### src/rtl/ppp_pkg.sv
package ppp_pkg;

  typedef enum logic [1:0] {
    KIND_DIR  = 2'd0,
    KIND_NEXT = 2'd1,
    KIND_DATA = 2'd2,
    KIND_EN   = 2'd3
  } reg_kind_e;

  localparam int NUM_KINDS = 4;

  function automatic int reg_addr(input reg_kind_e kind, input int port, input int nports);
    return int'(kind) * nports + port;
  endfunction

  function automatic int tsel_addr(input int nports);
    return NUM_KINDS * nports;
  endfunction

endpackage

### src/rtl/ppp_trigger_route.sv
module ppp_trigger_route #(
  parameter int NUM_GROUPS = 4,
  parameter int GROUP_W    = 4,
  parameter int NUM_TRIG   = 4,
  parameter int SEL_W      = 2
) (
  input  logic [NUM_TRIG-1:0]           cmp_match,
  input  logic [NUM_GROUPS*SEL_W-1:0]   tsel,
  output logic [NUM_GROUPS*GROUP_W-1:0] bit_fire
);

  for (genvar g = 0; g < NUM_GROUPS; g++) begin : g_group
    logic [SEL_W-1:0] sel;
    logic             hit;

    assign sel = tsel[g*SEL_W +: SEL_W];

    always_comb begin
      hit = 1'b0;
      for (int t = 0; t < NUM_TRIG; t++) begin
        if (sel == SEL_W'(t)) hit = cmp_match[t];
      end
    end

    assign bit_fire[g*GROUP_W +: GROUP_W] = {GROUP_W{hit}};
  end

endmodule

### src/rtl/ppp_port_regs.sv
module ppp_port_regs #(
  parameter int PORT_W = 8
) (
  input  logic              clk,
  input  logic              rst,
  input  logic              we_dir,
  input  logic              we_next,
  input  logic              we_data,
  input  logic              we_en,
  input  logic [PORT_W-1:0] wdata,
  input  logic [PORT_W-1:0] fire,
  output logic [PORT_W-1:0] dir_q,
  output logic [PORT_W-1:0] next_q,
  output logic [PORT_W-1:0] data_q,
  output logic [PORT_W-1:0] en_q
);

  logic [PORT_W-1:0] data_d;

  // Per-bit priority: trigger transfer over software write over hold.
  always_comb begin
    for (int b = 0; b < PORT_W; b++) begin
      data_d[b] = data_q[b];
      if (we_data && !en_q[b]) data_d[b] = wdata[b];
      if (fire[b] && en_q[b])  data_d[b] = next_q[b];
    end
  end

  always_ff @(posedge clk) begin
    if (rst) begin
      dir_q  <= '0;
      next_q <= '0;
      data_q <= '0;
      en_q   <= '0;
    end else begin
      if (we_dir)  dir_q  <= wdata;
      if (we_next) next_q <= wdata;
      if (we_en)   en_q   <= wdata;
      data_q <= data_d;
    end
  end

endmodule

### src/rtl/ppp_read_mux.sv
module ppp_read_mux
  import ppp_pkg::*;
#(
  parameter int PORT_W    = 8,
  parameter int NUM_PORTS = 2,
  parameter int ADDR_W    = 4,
  parameter int TSEL_W    = 8
) (
  input  logic                        clk,
  input  logic                        rst,
  input  logic [ADDR_W-1:0]           addr,
  input  logic [NUM_PORTS*PORT_W-1:0] dir_all,
  input  logic [NUM_PORTS*PORT_W-1:0] next_all,
  input  logic [NUM_PORTS*PORT_W-1:0] data_all,
  input  logic [NUM_PORTS*PORT_W-1:0] en_all,
  input  logic [TSEL_W-1:0]           tsel,
  input  logic [NUM_PORTS*PORT_W-1:0] pin_in,
  output logic [PORT_W-1:0]           rdata
);

  logic [PORT_W-1:0] rd_d;

  always_comb begin
    rd_d = '0;
    for (int p = 0; p < NUM_PORTS; p++) begin
      if (addr == ADDR_W'(reg_addr(KIND_DIR, p, NUM_PORTS)))
        rd_d = dir_all[p*PORT_W +: PORT_W];
      if (addr == ADDR_W'(reg_addr(KIND_NEXT, p, NUM_PORTS)))
        rd_d = next_all[p*PORT_W +: PORT_W];
      if (addr == ADDR_W'(reg_addr(KIND_EN, p, NUM_PORTS)))
        rd_d = en_all[p*PORT_W +: PORT_W];
      if (addr == ADDR_W'(reg_addr(KIND_DATA, p, NUM_PORTS)))
        rd_d = (data_all[p*PORT_W +: PORT_W] & dir_all[p*PORT_W +: PORT_W]) |
               (pin_in[p*PORT_W +: PORT_W]   & ~dir_all[p*PORT_W +: PORT_W]);
    end
    if (addr == ADDR_W'(tsel_addr(NUM_PORTS))) rd_d[TSEL_W-1:0] = tsel;
  end

  always_ff @(posedge clk) begin
    if (rst) rdata <= '0;
    else     rdata <= rd_d;
  end

endmodule

### src/rtl/pulse_pattern_port.sv
module pulse_pattern_port
  import ppp_pkg::*;
#(
  parameter int  PORT_W    = 8,
  parameter int  NUM_PORTS = 2,
  parameter int  GROUP_W   = 4,
  parameter int  NUM_TRIG  = 4,
  localparam int TOTAL_W   = PORT_W * NUM_PORTS,
  localparam int ADDR_W    = $clog2(NUM_KINDS * NUM_PORTS + 1)
) (
  input  logic               clk,
  input  logic               rst,
  input  logic [ADDR_W-1:0]  bus_addr,
  input  logic               bus_we,
  input  logic [PORT_W-1:0]  bus_wdata,
  output logic [PORT_W-1:0]  bus_rdata,
  input  logic [NUM_TRIG-1:0] cmp_match,
  input  logic [TOTAL_W-1:0] pin_in,
  output logic [TOTAL_W-1:0] pin_out,
  output logic [TOTAL_W-1:0] pin_oe
);

  localparam int NUM_GROUPS = TOTAL_W / GROUP_W;
  localparam int SEL_W      = (NUM_TRIG > 1) ? $clog2(NUM_TRIG) : 1;
  localparam int TSEL_W     = NUM_GROUPS * SEL_W;

  logic [TOTAL_W-1:0] dir_flat, next_flat, data_flat, en_flat, fire_flat;
  logic [TSEL_W-1:0]  tsel_q;

  always_ff @(posedge clk) begin
    if (rst) tsel_q <= '0;
    else if (bus_we && bus_addr == ADDR_W'(tsel_addr(NUM_PORTS)))
      tsel_q <= bus_wdata[TSEL_W-1:0];
  end

  ppp_trigger_route #(
    .NUM_GROUPS(NUM_GROUPS),
    .GROUP_W   (GROUP_W),
    .NUM_TRIG  (NUM_TRIG),
    .SEL_W     (SEL_W)
  ) u_route (
    .cmp_match(cmp_match),
    .tsel     (tsel_q),
    .bit_fire (fire_flat)
  );

  for (genvar p = 0; p < NUM_PORTS; p++) begin : g_port
    logic we_dir, we_next, we_data, we_en;
    assign we_dir  = bus_we && bus_addr == ADDR_W'(reg_addr(KIND_DIR,  p, NUM_PORTS));
    assign we_next = bus_we && bus_addr == ADDR_W'(reg_addr(KIND_NEXT, p, NUM_PORTS));
    assign we_data = bus_we && bus_addr == ADDR_W'(reg_addr(KIND_DATA, p, NUM_PORTS));
    assign we_en   = bus_we && bus_addr == ADDR_W'(reg_addr(KIND_EN,   p, NUM_PORTS));

    ppp_port_regs #(.PORT_W(PORT_W)) u_regs (
      .clk    (clk),
      .rst    (rst),
      .we_dir (we_dir),
      .we_next(we_next),
      .we_data(we_data),
      .we_en  (we_en),
      .wdata  (bus_wdata),
      .fire   (fire_flat[p*PORT_W +: PORT_W]),
      .dir_q  (dir_flat[p*PORT_W +: PORT_W]),
      .next_q (next_flat[p*PORT_W +: PORT_W]),
      .data_q (data_flat[p*PORT_W +: PORT_W]),
      .en_q   (en_flat[p*PORT_W +: PORT_W])
    );
  end

  ppp_read_mux #(
    .PORT_W   (PORT_W),
    .NUM_PORTS(NUM_PORTS),
    .ADDR_W   (ADDR_W),
    .TSEL_W   (TSEL_W)
  ) u_read (
    .clk     (clk),
    .rst     (rst),
    .addr    (bus_addr),
    .dir_all (dir_flat),
    .next_all(next_flat),
    .data_all(data_flat),
    .en_all  (en_flat),
    .tsel    (tsel_q),
    .pin_in  (pin_in),
    .rdata   (bus_rdata)
  );

  assign pin_out = data_flat;
  assign pin_oe  = dir_flat;

endmodule

### config.mk
export PLATFORM = sky130hd
export DESIGN_NAME = pulse_pattern_port
export DESIGN_NICKNAME = d
export VERILOG_FILES = /design/src/rtl/ppp_pkg.sv /design/src/rtl/ppp_trigger_route.sv /design/src/rtl/ppp_port_regs.sv /design/src/rtl/ppp_read_mux.sv /design/src/rtl/pulse_pattern_port.sv
export SDC_FILE = /design/constraint.sdc
export NUM_CORES = 1
export LEC_CHECK = 0
export CORE_MARGIN = 8
export CORE_UTILIZATION = 57
export DETAILED_ROUTE_END_ITERATION = 8
export PLACE_DENSITY = 0.93
export SLEW_MARGIN = 20
export SYNTH_ARGS = -nofsm -noshare
export SYNTH_HDL_FRONTEND = slang
export SYNTH_SLANG_ARGS = --single-unit
### constraint.sdc
create_clock -name clk -period 2.72 [get_ports clk]
set_input_delay 0.544 -clock clk [delete_from_list [all_inputs] [get_ports clk]]
set_output_delay 0.544 -clock clk [all_outputs]
set_load 0.02 [all_outputs]
[Yosys cells after proc, flatten, opt, wreduce, memory -nomap -nowiden]
Index checks and enable logic that the tools add are counted.
Word-level totals
  logic and storage cells: 187
  bits in read-only memories: 0
  memories kept: 0
  bits in latches: 0
  register bits: 80
  bits of input ports: 35
  memory bits (writable): 0
  output and inout port bits: 40
Cells by class
  $add $sub $neg: 0
  bitwise logic cells: 8
  magnitude comparators: 0
  divide/modulo/power cells: 0
  reduce and logical (&&, ||, !) cells: 78
  eq/ne operators: 20
  shift-type cells: 0
  $mul: 0
  muxes and demuxes: 57
Operators by type and width (count)
  8-bit 2-to-1 mux: 9
  1-bit 2-to-1 mux: 48
  1-bit logical AND: 41
  8-bit AND: 4
  2-bit nonzero test: 16
  2-bit equality test (second input constant): 8
  4-bit by 3-bit equality test with 1-bit output (second input constant): 4
  1-bit zero test: 16
  8-bit inverter: 2
  8-bit OR: 2
  2-bit by 1-bit equality test with 1-bit output (second input constant): 4
  4-bit by 2-bit equality test with 1-bit output (second input constant): 2
  2-bit zero test: 4
  4-bit by 1-bit equality test with 1-bit output (second input constant): 1
  4-bit equality test (second input constant): 1
  4-bit zero test: 1

[Longest topological paths before layout]
Gate-level depths: netlist of the first run.
  depth in word-level cells: 10
  mapped depth: 8
  depth with buffers taken out: 5

[Cells and area by module]
From an unflattened synthesis of the first run, not the netlist that was laid out.
Unflattened totals
  cell total of the unflattened synthesis: 458
  area total of the unflattened synthesis: 4311.6 sq um
Modules (own cells, without submodules)
  ppp_port_regs: sequential area each 640.6 sq um, cells each 120, times used 2, area an instance 1276.2 sq um
  ppp_read_mux: sequential area each 160.2 sq um, cells each 150, times used 1, area an instance 1113.6 sq um
  pulse_pattern_port: sequential area each 160.2 sq um, cells each 48, times used 1, area an instance 435.4 sq um
  ppp_trigger_route: sequential area each 0.0 sq um, cells each 20, times used 1, area an instance 210.2 sq um

[Least setup slack after synthesis of the first run]
Ideal clock, no wire load.
  kind: input-to-reg
  from: input bus_addr[3]
  to: register tsel_q[6]
  buffers on the path: 2
  path slack: 877 ps
  data required time: 2588 ps
  arrival: 1711 ps
  cell stages on the path: 7
  cells stage by stage: buf_2 or3b_1 buf_2 nor2_4 nand2_1 nand2_1 a21oi_1
On the way
  longest elaborated chain between the ends: 2
Ends and longest elaborated chain
  from (decl): RTL line pulse_pattern_port.sv:13  | input logic [ADDR_W-1:0] bus_addr,
  4-bit equality test: RTL line pulse_pattern_port.sv:32  | else if (bus_we && bus_addr == ADDR_W'(tsel_addr(NUM_PORTS)))
  1-bit logical AND: RTL line pulse_pattern_port.sv:32
  to (signal assigned): RTL line pulse_pattern_port.sv:33  | tsel_q <= bus_wdata[TSEL_W-1:0];
  to (decl): RTL line pulse_pattern_port.sv:28  | logic [TSEL_W-1:0] tsel_q;
No other way between the ends.
A chain may end at the register's enable or synchronous reset.

[Worst setup path after layout of the first run]
  from: input bus_addr[0]
  to: register g_port[0].u_regs.data_q[2]
On the way
  longest elaborated chain between the ends: 4
Ends and longest elaborated chain
  4-bit by 3-bit equality test with 1-bit output: RTL line pulse_pattern_port.sv:51  | assign we_data = bus_we && bus_addr == ADDR_W'(reg_addr(KIND_DATA, p, NUM_PORTS));
  1-bit logical AND: RTL line pulse_pattern_port.sv:51
  1-bit logical AND: RTL line ppp_port_regs.sv:24  | if (we_data && !en_q[b]) data_d[b] = wdata[b];
  2-bit nonzero test (no source line)
  to (signal assigned): RTL line ppp_port_regs.sv:39  | data_q <= data_d;
  to (decl): RTL line ppp_port_regs.sv:14  | output logic [PORT_W-1:0] data_q,
No other way between the ends.

==> results.md, run 1 <==
- The tool flagged a number of max-cap violations equal to 0.
- The residual antenna-violating net count after detailed routing is 0.
- The floorplan step defined a die boundary enclosing 10200 µm².
- Between clock sinks in the finished design, the worst skew comes to 0.00636 ns.
- The detail-routed net length per standard cell is 18.8 µm.
- The number of violations reported at the end of detailed-routing iteration 0 is 340.
- The via count of the first global-routing pass is 3966.
- After synthesis, the largest family of logic cells by area is simple AND/OR/NAND/NOR gates.
- The number of nets handed over by synthesis was 538.
- After synthesis, the netlist uses 39 different library cells.
- Synthesis produced 503 cells.
- For this block, the routed nets add up to 12.6 mm of wire.
- The tree built by TritonCTS fans out to 80 sinks.
- The final layout contains 602 nets.
- The filler-free cell count of the finished design is 671.
- The worst min-delay path endpoint is tsel_q[6]$_SDFFE_PP0P_.
- The area growth from synthesis to layout is 24.9%.
- The logic depth of the worst register-to-register path is 4.
- The sum of negative setup slack is 0 ns.
- In the final layout, the share of cells above drive strength 1 is 0.0857.
- STA classifies the critical path startpoint as an input port.
- The number of buffer cells added on primary ports is 74.
- The final critical-path share of the clock period is 0.832.
- By area the synthesized netlist is led by sky130_fd_sc_hd__dfxtp_1, sky130_fd_sc_hd__mux2i_1, sky130_fd_sc_hd__a21oi_1.
- The effective utilization at floorplan is 0.578.
- The setup path with the least slack is of type input port to register.
- The final global-route overflow total is 0.
- The layout has 535 filler cells.
- For this design the ratio of total power to cell area is 475 nW/µm².
- Hold repair after CTS inserted 0 buffers.
- Setup repair after global routing left no endpoint under its margin.
- The detailed router placed 4222 vias in this run.
- Routability-driven placement finished with a final weighted congestion of 0.957.
- Measured along the y axis, the die boundary spans 101 µm.
- The arrival time of the worst setup path is 2.54 ns.
- The setup check on the worst reg-to-reg path leaves a slack of 1.19 ns.
- The hold violation total from the final report is 0.
- The finished cells cover 5150 µm².
- The startpoint of the tightest hold check path is tsel_q[6]$_SDFFE_PP0P_.
- The share of the Yosys chip area taken by registers is 0.388.
- In the layout the commonest cells are sky130_fd_sc_hd__dfxtp_1, sky130_fd_sc_hd__clkdlybuf4s50_1, sky130_fd_sc_hd__mux2i_1, sky130_fd_sc_hd__nor2_1, sky130_fd_sc_hd__a21oi_1.
- The average footprint of a synthesized cell is 8.20 µm².
- The post-placement cell area is 4950 µm².
- The max-slew violation count came to 0.
- The combined area of the multi-input logic cells is 2290 µm².
- The number of ports placed on the die boundary is 75.
- Post-CTS repair changed the size of 0 cells.
- Registers take 1600 µm².
- Along the worst path, the maximum fanout reaches 13.
- The pre-antenna-repair detailed-routing pass consisted of 5 iterations.
- In this run, placement finished with an instance count of 655.
- The synthesized netlist occupies a cell area of 4120 µm².
- In the global route stage, overall resource usage came out at 0.250.
- The deepest clock path buffer count is 2.
- Data on the critical path is required at its endpoint by 2.99 ns.
- The number of antenna violations at the first check in global routing is 0.
- The reported leakage power is 1.91 nW.
- The H-tree level count is 3.
- The commonest non-fill, non-tap cell in the layout is sky130_fd_sc_hd__dfxtp_1.
- Of the total synthesized cell area, the portion taken by XOR and XNOR cells is 0.
- Of the total synthesized cell area, the portion taken by full adders, half adders and majority gates is 0.
- Of the total synthesized cell area, the portion taken by AND, OR, NAND and NOR gates is 0.195.
- The share of the synthesized area in compound gates (AO/OA/AOI/OAI) was 0.194.
- The width of the die is 101 µm.
- The cell type contributing the most total cell area after synthesis is sky130_fd_sc_hd__dfxtp_1.
- The area fraction of the dominant cell type after synthesis is 0.388.
- After detailed routing, the number of remaining DRC violations is 0.
- Counting I/O delays and the setup requirement, the final critical path takes 2.26 ns.
- The worst register-to-register path ends at g_port[0].u_regs.data_q[2]$_SDFFE_PP0P_.
- The min-delay analysis places its worst path in the category register to register.
- After clock tree synthesis, the clock-pin slew on the worst setup and hold paths is 0.08 ns.
- The number of antenna diodes in the final layout is 0.
- STA classifies the critical path endpoint as a register.
- The final count of negative-setup-slack endpoints is 0.
- The core area is 7140 µm².
- The tree is rooted in a sky130_fd_sc_hd__clkbuf_8.
- The reg-to-reg critical path startpoint is tsel_q[0]$_SDFFE_PP0P_.
- The slew at the pin closest to its max-slew limit is 0.505 ns.
- The wire-length estimate of the detail-placed layout is 8.98 mm.
- In this run the post-CTS setup repair buffer count came out at 0.
- The max-slew headroom at the worst pin is 0.662.
- Along the worst hold path, the cell count comes to 2.
- The number of warnings issued by yosys is 0.
- After synthesis the netlist holds a flip-flop and latch count of 80.
- The average via count per standard cell is 6.29.
- The later pin in the worst-skew pair is clocked with a latency of 0.35 ns.
- The number of cell rows is 31.
- For this run, the top clock speed supported by timing is 0.442 GHz.
- The worst IR drop on VDD is 0.000256 V.
- The run finished with clean final reports.
- Entering global routing, the biggest net connects 48 pins.
- The first global-routing pass estimated 20.1 mm of wire.
- Clock tree synthesis inserted a total of 9 buffers.
- TritonCTS built the clock tree.
- The fraction of synthesized area in multiplexers is 0.166.
worst max-delay path by stage:
| stage | startpoint | slack (ns) | cells after the start | endpoint |
|---|---|---|---|---|
| finish | bus_addr[0] | 0.46 | 7 | g_port[0].u_regs.data_q[2]$_SDFFE_PP0P_ |
| global route | bus_addr[0] | 0.31 | 7 | g_port[0].u_regs.data_q[2]$_SDFFE_PP0P_ |
| CTS | bus_addr[0] | 0.53 | 7 | g_port[0].u_regs.data_q[2]$_SDFFE_PP0P_ |
| detailed placement | bus_addr[0] | 0.15 | 7 | g_port[0].u_regs.data_q[2]$_SDFFE_PP0P_ |
| global placement | bus_addr[1] | 0.27 | 5 | u_read.rdata[4]$_SDFF_PP0_ |
| floorplan | bus_addr[3] | 0.88 | 7 | tsel_q[6]$_SDFFE_PP0P_ |
cells in the mapped netlist, drive strengths merged:
cell / number
o21bai: 5
mux2: 3
and3: 2
mux2i: 56
buf: 18
nand2b: 1
a22o: 7
a31oi: 7
clkbuf: 23
nor3: 20
o31ai: 1
or3b: 1
a21oi: 53
nor4b: 1
nor2b: 10
nand2: 44
nand3b: 2
nor3b: 2
inv: 14
a21boi: 2
dfxtp: 80
or4b: 2
nor2: 56
mux4: 4
and3b: 1
o21ai: 33
nand3: 27
o22ai: 8
a211oi: 11
a21o: 9
per-stage QoR:
step | util | hold WS [ns] | worst slack, ns | power [mW]
3_3_place_gp | 0.694 | 0.476 | 0.269 | 1.55
4_1_cts | 0.722 | 0.496 | 0.529 | 2.45
5_1_grt | 0.722 | 0.512 | 0.312 | 2.53
6_report | 0.722 | 0.498 | 0.457 | 2.45
3_5_place_dp | 0.694 | 0.481 | 0.155 | 1.56
2_1_floorplan | - | 0.453 | 0.877 | 1.42
kinds of logic (layout without fill, tap and decap cells):
kind of cell / count (synthesis) / in the layout
DFF: 80 / 80
AOI/OAI and AO/OA: 136 / 136
and+or+nand+nor: 169 / 169
buffers and inverters: 55 / 124
muxes: 63 / 63
per-layer routing:
| layer | up-vias | part of all wire | track usage |
|---|---|---|---|
| li1 | 1906 | - | - |
| met2 | 259 | 0.48 | 0.400 |
| met5 | - | 0 | 0 |
| met4 | 0 | 0.050 | 0.152 |
| met3 | 53 | 0.079 | 0.0463 |
| met1 | 2004 | 0.40 | 0.304 |
report_power, final:
part           leakage (nW)  switching [mW]  total (mW)  internal [mW]
Combinational          1.16           0.189       0.335          0.146
Clock                 0.103           0.426       0.899          0.473
Sequential            0.647          0.0196        1.21           1.19
Total                  1.91           0.634        2.45           1.81
layout make-up:
class | count | share of cell area
Multi-Input combinational cell | 368 | 0.444
Sequential cell | 80 | 0.311
Timing Repair Buffer | 94 | 0.172
Clock buffer | 13 | 0.0308
Tap cell | 99 | 0.0240
Inverter | 14 | 0.0102
Clock inverter | 3 | 0.00777
worst max-delay path, cell delays in order:
cell and delay (ns):
sky130_fd_sc_hd__clkdlybuf4s50_1 0.60, sky130_fd_sc_hd__nor2_1 0.39, sky130_fd_sc_hd__nand2_1 0.36, sky130_fd_sc_hd__buf_4 0.28
sky130_fd_sc_hd__o21bai_1 0.14, sky130_fd_sc_hd__mux2i_1 0.10, sky130_fd_sc_hd__nor3_1 0.13
sequential cells by signal, indices dropped and copies added (netlist names):
name / flops
g_port.u_regs.en_q: 16
g_port.u_regs.next_q: 16
u_read.rdata: 8
tsel_q: 8
g_port.u_regs.data_q: 16
g_port.u_regs.dir_q: 16
No activity file was read; power rests on OpenSTA's default activity.
==> inputs of run 2 (changes only) <==
Settings changed: CORE_UTILIZATION 57 to 48, PLACE_DENSITY 0.93 to 0.84.
Clock period 2.72 ns to 1.8 ns, I/O delays scaled along.
==> results.md, run 2 (same netlist as run 1, synthesis figures left out) <==
- After clock tree synthesis, the clock-pin slew on the worst setup and hold paths is 0.08 ns.
- The hold violation total from the final report is 0.
- Traced cell by cell, the critical path runs through clkdlybuf4s50_1.
- The synthesis-to-layout area growth is 33.2%.
- Leaving out fill and tap cells, the most frequent cells in the layout are sky130_fd_sc_hd__dfxtp_1, sky130_fd_sc_hd__mux2i_1, sky130_fd_sc_hd__nor2_1, sky130_fd_sc_hd__a21oi_1, sky130_fd_sc_hd__clkdlybuf4s50_1.
- The cell area after layout is 5490 µm².
- The residual antenna-violating net count after detailed routing is 0.
- The number of antenna violations at the first check in global routing came to 0.
- The number of cells on the worst reg-to-reg path is 4.
- The detailed router placed 4150 vias in this run.
- At the worst endpoint, the required time is 1.44 ns.
- The number of buffers added by the clock tree synthesis step is 9.
- The die area is 11800 µm².
- CTS placed an instance of sky130_fd_sc_hd__clkbuf_8 at the clock tree root.
- Measured along the y axis, the die boundary spans 109 µm.
- STA classifies the critical path endpoint as an output pin.
- In the routed design, unresolved DRC markers number 0.
- The TritonCTS clock tree is yes.
- 75 I/O pins were placed.
- Of all nets on the critical path, the largest fanout is 3.
- The worst hold slack after final layout is 0.448 ns.
- Entering global routing, the biggest net connects 60 pins.
- The max-slew headroom at the worst pin is 0.660.
- The slew at the pin closest to its max-slew limit is 0.509 ns.
- The deepest clock path buffer count is 2.
- The routing usage on met1 is 0.300.
- The final count of negative-setup-slack endpoints is 0.
- The width of the die is 109 µm.
- The reported leakage power is 2.32 nW.
- Setup repair after global routing left no endpoint under its margin.
- The critical path depth is 1.
- The clock reaches the later pin of the worst-skew pair after 0.35 ns.
- For this design, the sink count on the clock tree is 80.
- The hold-critical path depth is 4.
- The design draws 3.67 mW.
- The average via count per standard cell is 5.86.
- The met2 routing resource usage after global routing is 0.380.
- The total routed wirelength is 13.5 mm.
- The core utilization of the finished layout is 0.645.
- The total power density per cell area is 668 nW/µm².
- The element type at the critical path start is a register.
- The count of maximum capacitance violations is 0.
- Dividing the detail-routed wire length by the instance count gives 19.0 µm.
- The global-route met3 utilization is 0.0355.
- The total number of nets in the final design is 630.
- Buffers added to address setup during post-CTS repair amount to 0.
- The path class of the tightest hold or removal check is input port to register.
- The slowest stage of the critical path belongs to the cell sky130_fd_sc_hd__clkdlybuf4s50_1.
- Derived from the worst setup path, the maximum achievable clock frequency is 0.563 GHz.
- The effective utilization at floorplan is 0.485.
- The max-slew violation count is 0.
- The clock period minus final worst setup slack is 1.77 ns.
- The first global-routing pass estimated 21.2 mm of wire.
- The layer with the highest usage after global routing is met2.
- Port buffering added 74 buffers.
- In the final layout, the share of cells above drive strength 1 is 0.138.
- The largest stage delay on the critical path is 0.65 ns.
- The family of cells with the greatest summed delay on the critical path is buffers and inverters.
- The commonest non-fill, non-tap cell in the layout is sky130_fd_sc_hd__dfxtp_1.
- Summed over all nets, the half-perimeter wirelength after detailed placement is 10.3 mm.
- The path type of the worst setup path is register to output pin.
- The number of antenna diodes in the final layout is 0.
- After the first detailed-routing iteration, the DRC count stood at 418.
- The buffers plus inverters on the worst setup path is 1.
- In the global route stage, overall resource usage came out at 0.231.
- The first detailed-routing pass ran for 4 iterations.
- The H-tree level count is 3.
- Across the VDD grid, the largest voltage drop is 0.000347 V.
- At the worst endpoint, the arrival time is 1.41 ns.
- In the finished design, the share of the clock period the worst path needs comes to 0.986.
- The number of cell rows is 34.
- Clock skew on the completed layout was measured at 0.0161 ns.
- The placed instances occupy a cell area of 5260 µm².
- The via count of the first global-routing pass came to 4029.
- The core area is 8510 µm².
- The final global-route overflow total is 0.
- The run finished with clean final reports.
- The routability-driven placement congestion ratio is 0.903.
run 2: changes by cell type in the layout (fill, tap and decap cells not counted), sizes merged:
cell           change
buf               +28
bufinv             -1
clkbuf             -3
clkdlybuf4s50     -20
clkinvlp           +2
dlygate4sd2        +7
dlymetal6s2s      +13
inv                +2
run 2: layout make-up:
| class | count | area, µm² |
|---|---|---|
| Fill cell | 728 | 3020 |
| Multi-Input combinational cell | 368 | 2310 |
| Sequential cell | 80 | 1600 |
| Timing Repair Buffer | 122 | 1210 |
| Clock buffer | 10 | 138 |
| Tap cell | 108 | 135 |
| Inverter | 14 | 52.6 |
| Clock inverter | 6 | 50.0 |
run 2: metrics by stage:
stage,TNS (ns),std cells,setup WS [ns]
floorplan,0,503,0.141
global placement,-21.03,692,-0.438
detailed placement,-23.46,692,-0.472
CTS,0,708,0.0000993
global route,0,708,0.000817
finish,0,708,0.0251
run 2: power breakdown:
part           internal [mW]  switching, mW
clock network          0.554          0.718
logic                  0.264          0.301
registers               1.80         0.0297
run 2: layer usage:
metal  vias up  part of all wire
met5         -                 0
met4         0             0.026
met3        21             0.071
met2       169              0.48
met1      1999              0.42
li1       1961                 -
run 2: worst paths after layout:
path / startpoint / end / slack, ns
setup / recovery: g_port[1].u_regs.data_q[7]$_SDFFE_PP0P_ / pin_out[15] / 0.03
hold / removal: rst / u_read.rdata[4]$_SDFF_PP0_ / 0.45
setup reg to reg: tsel_q[4]$_SDFFE_PP0P_ / g_port[1].u_regs.data_q[2]$_SDFFE_PP0P_ / 0.19
hold reg to reg: g_port[0].u_regs.en_q[3]$_SDFFE_PP0P_ / g_port[0].u_regs.data_q[3]$_SDFFE_PP0P_ / 0.50
run 2: what timing repair did:
action	in CTS	in global routing
hold endpoints to repair	0	0
resized for setup	9	16
hold buffers	0	0
endpoints found under the setup margin	21	70
==> inputs of run 3 (changes only) <==
Settings changed: ABC_CLOCK_PERIOD_IN_PS from default to 1800, SLEW_MARGIN 20 to default.
==> results of run 3 <==
Same layout as run 2: the final DEF is identical, and so are final timing and power.
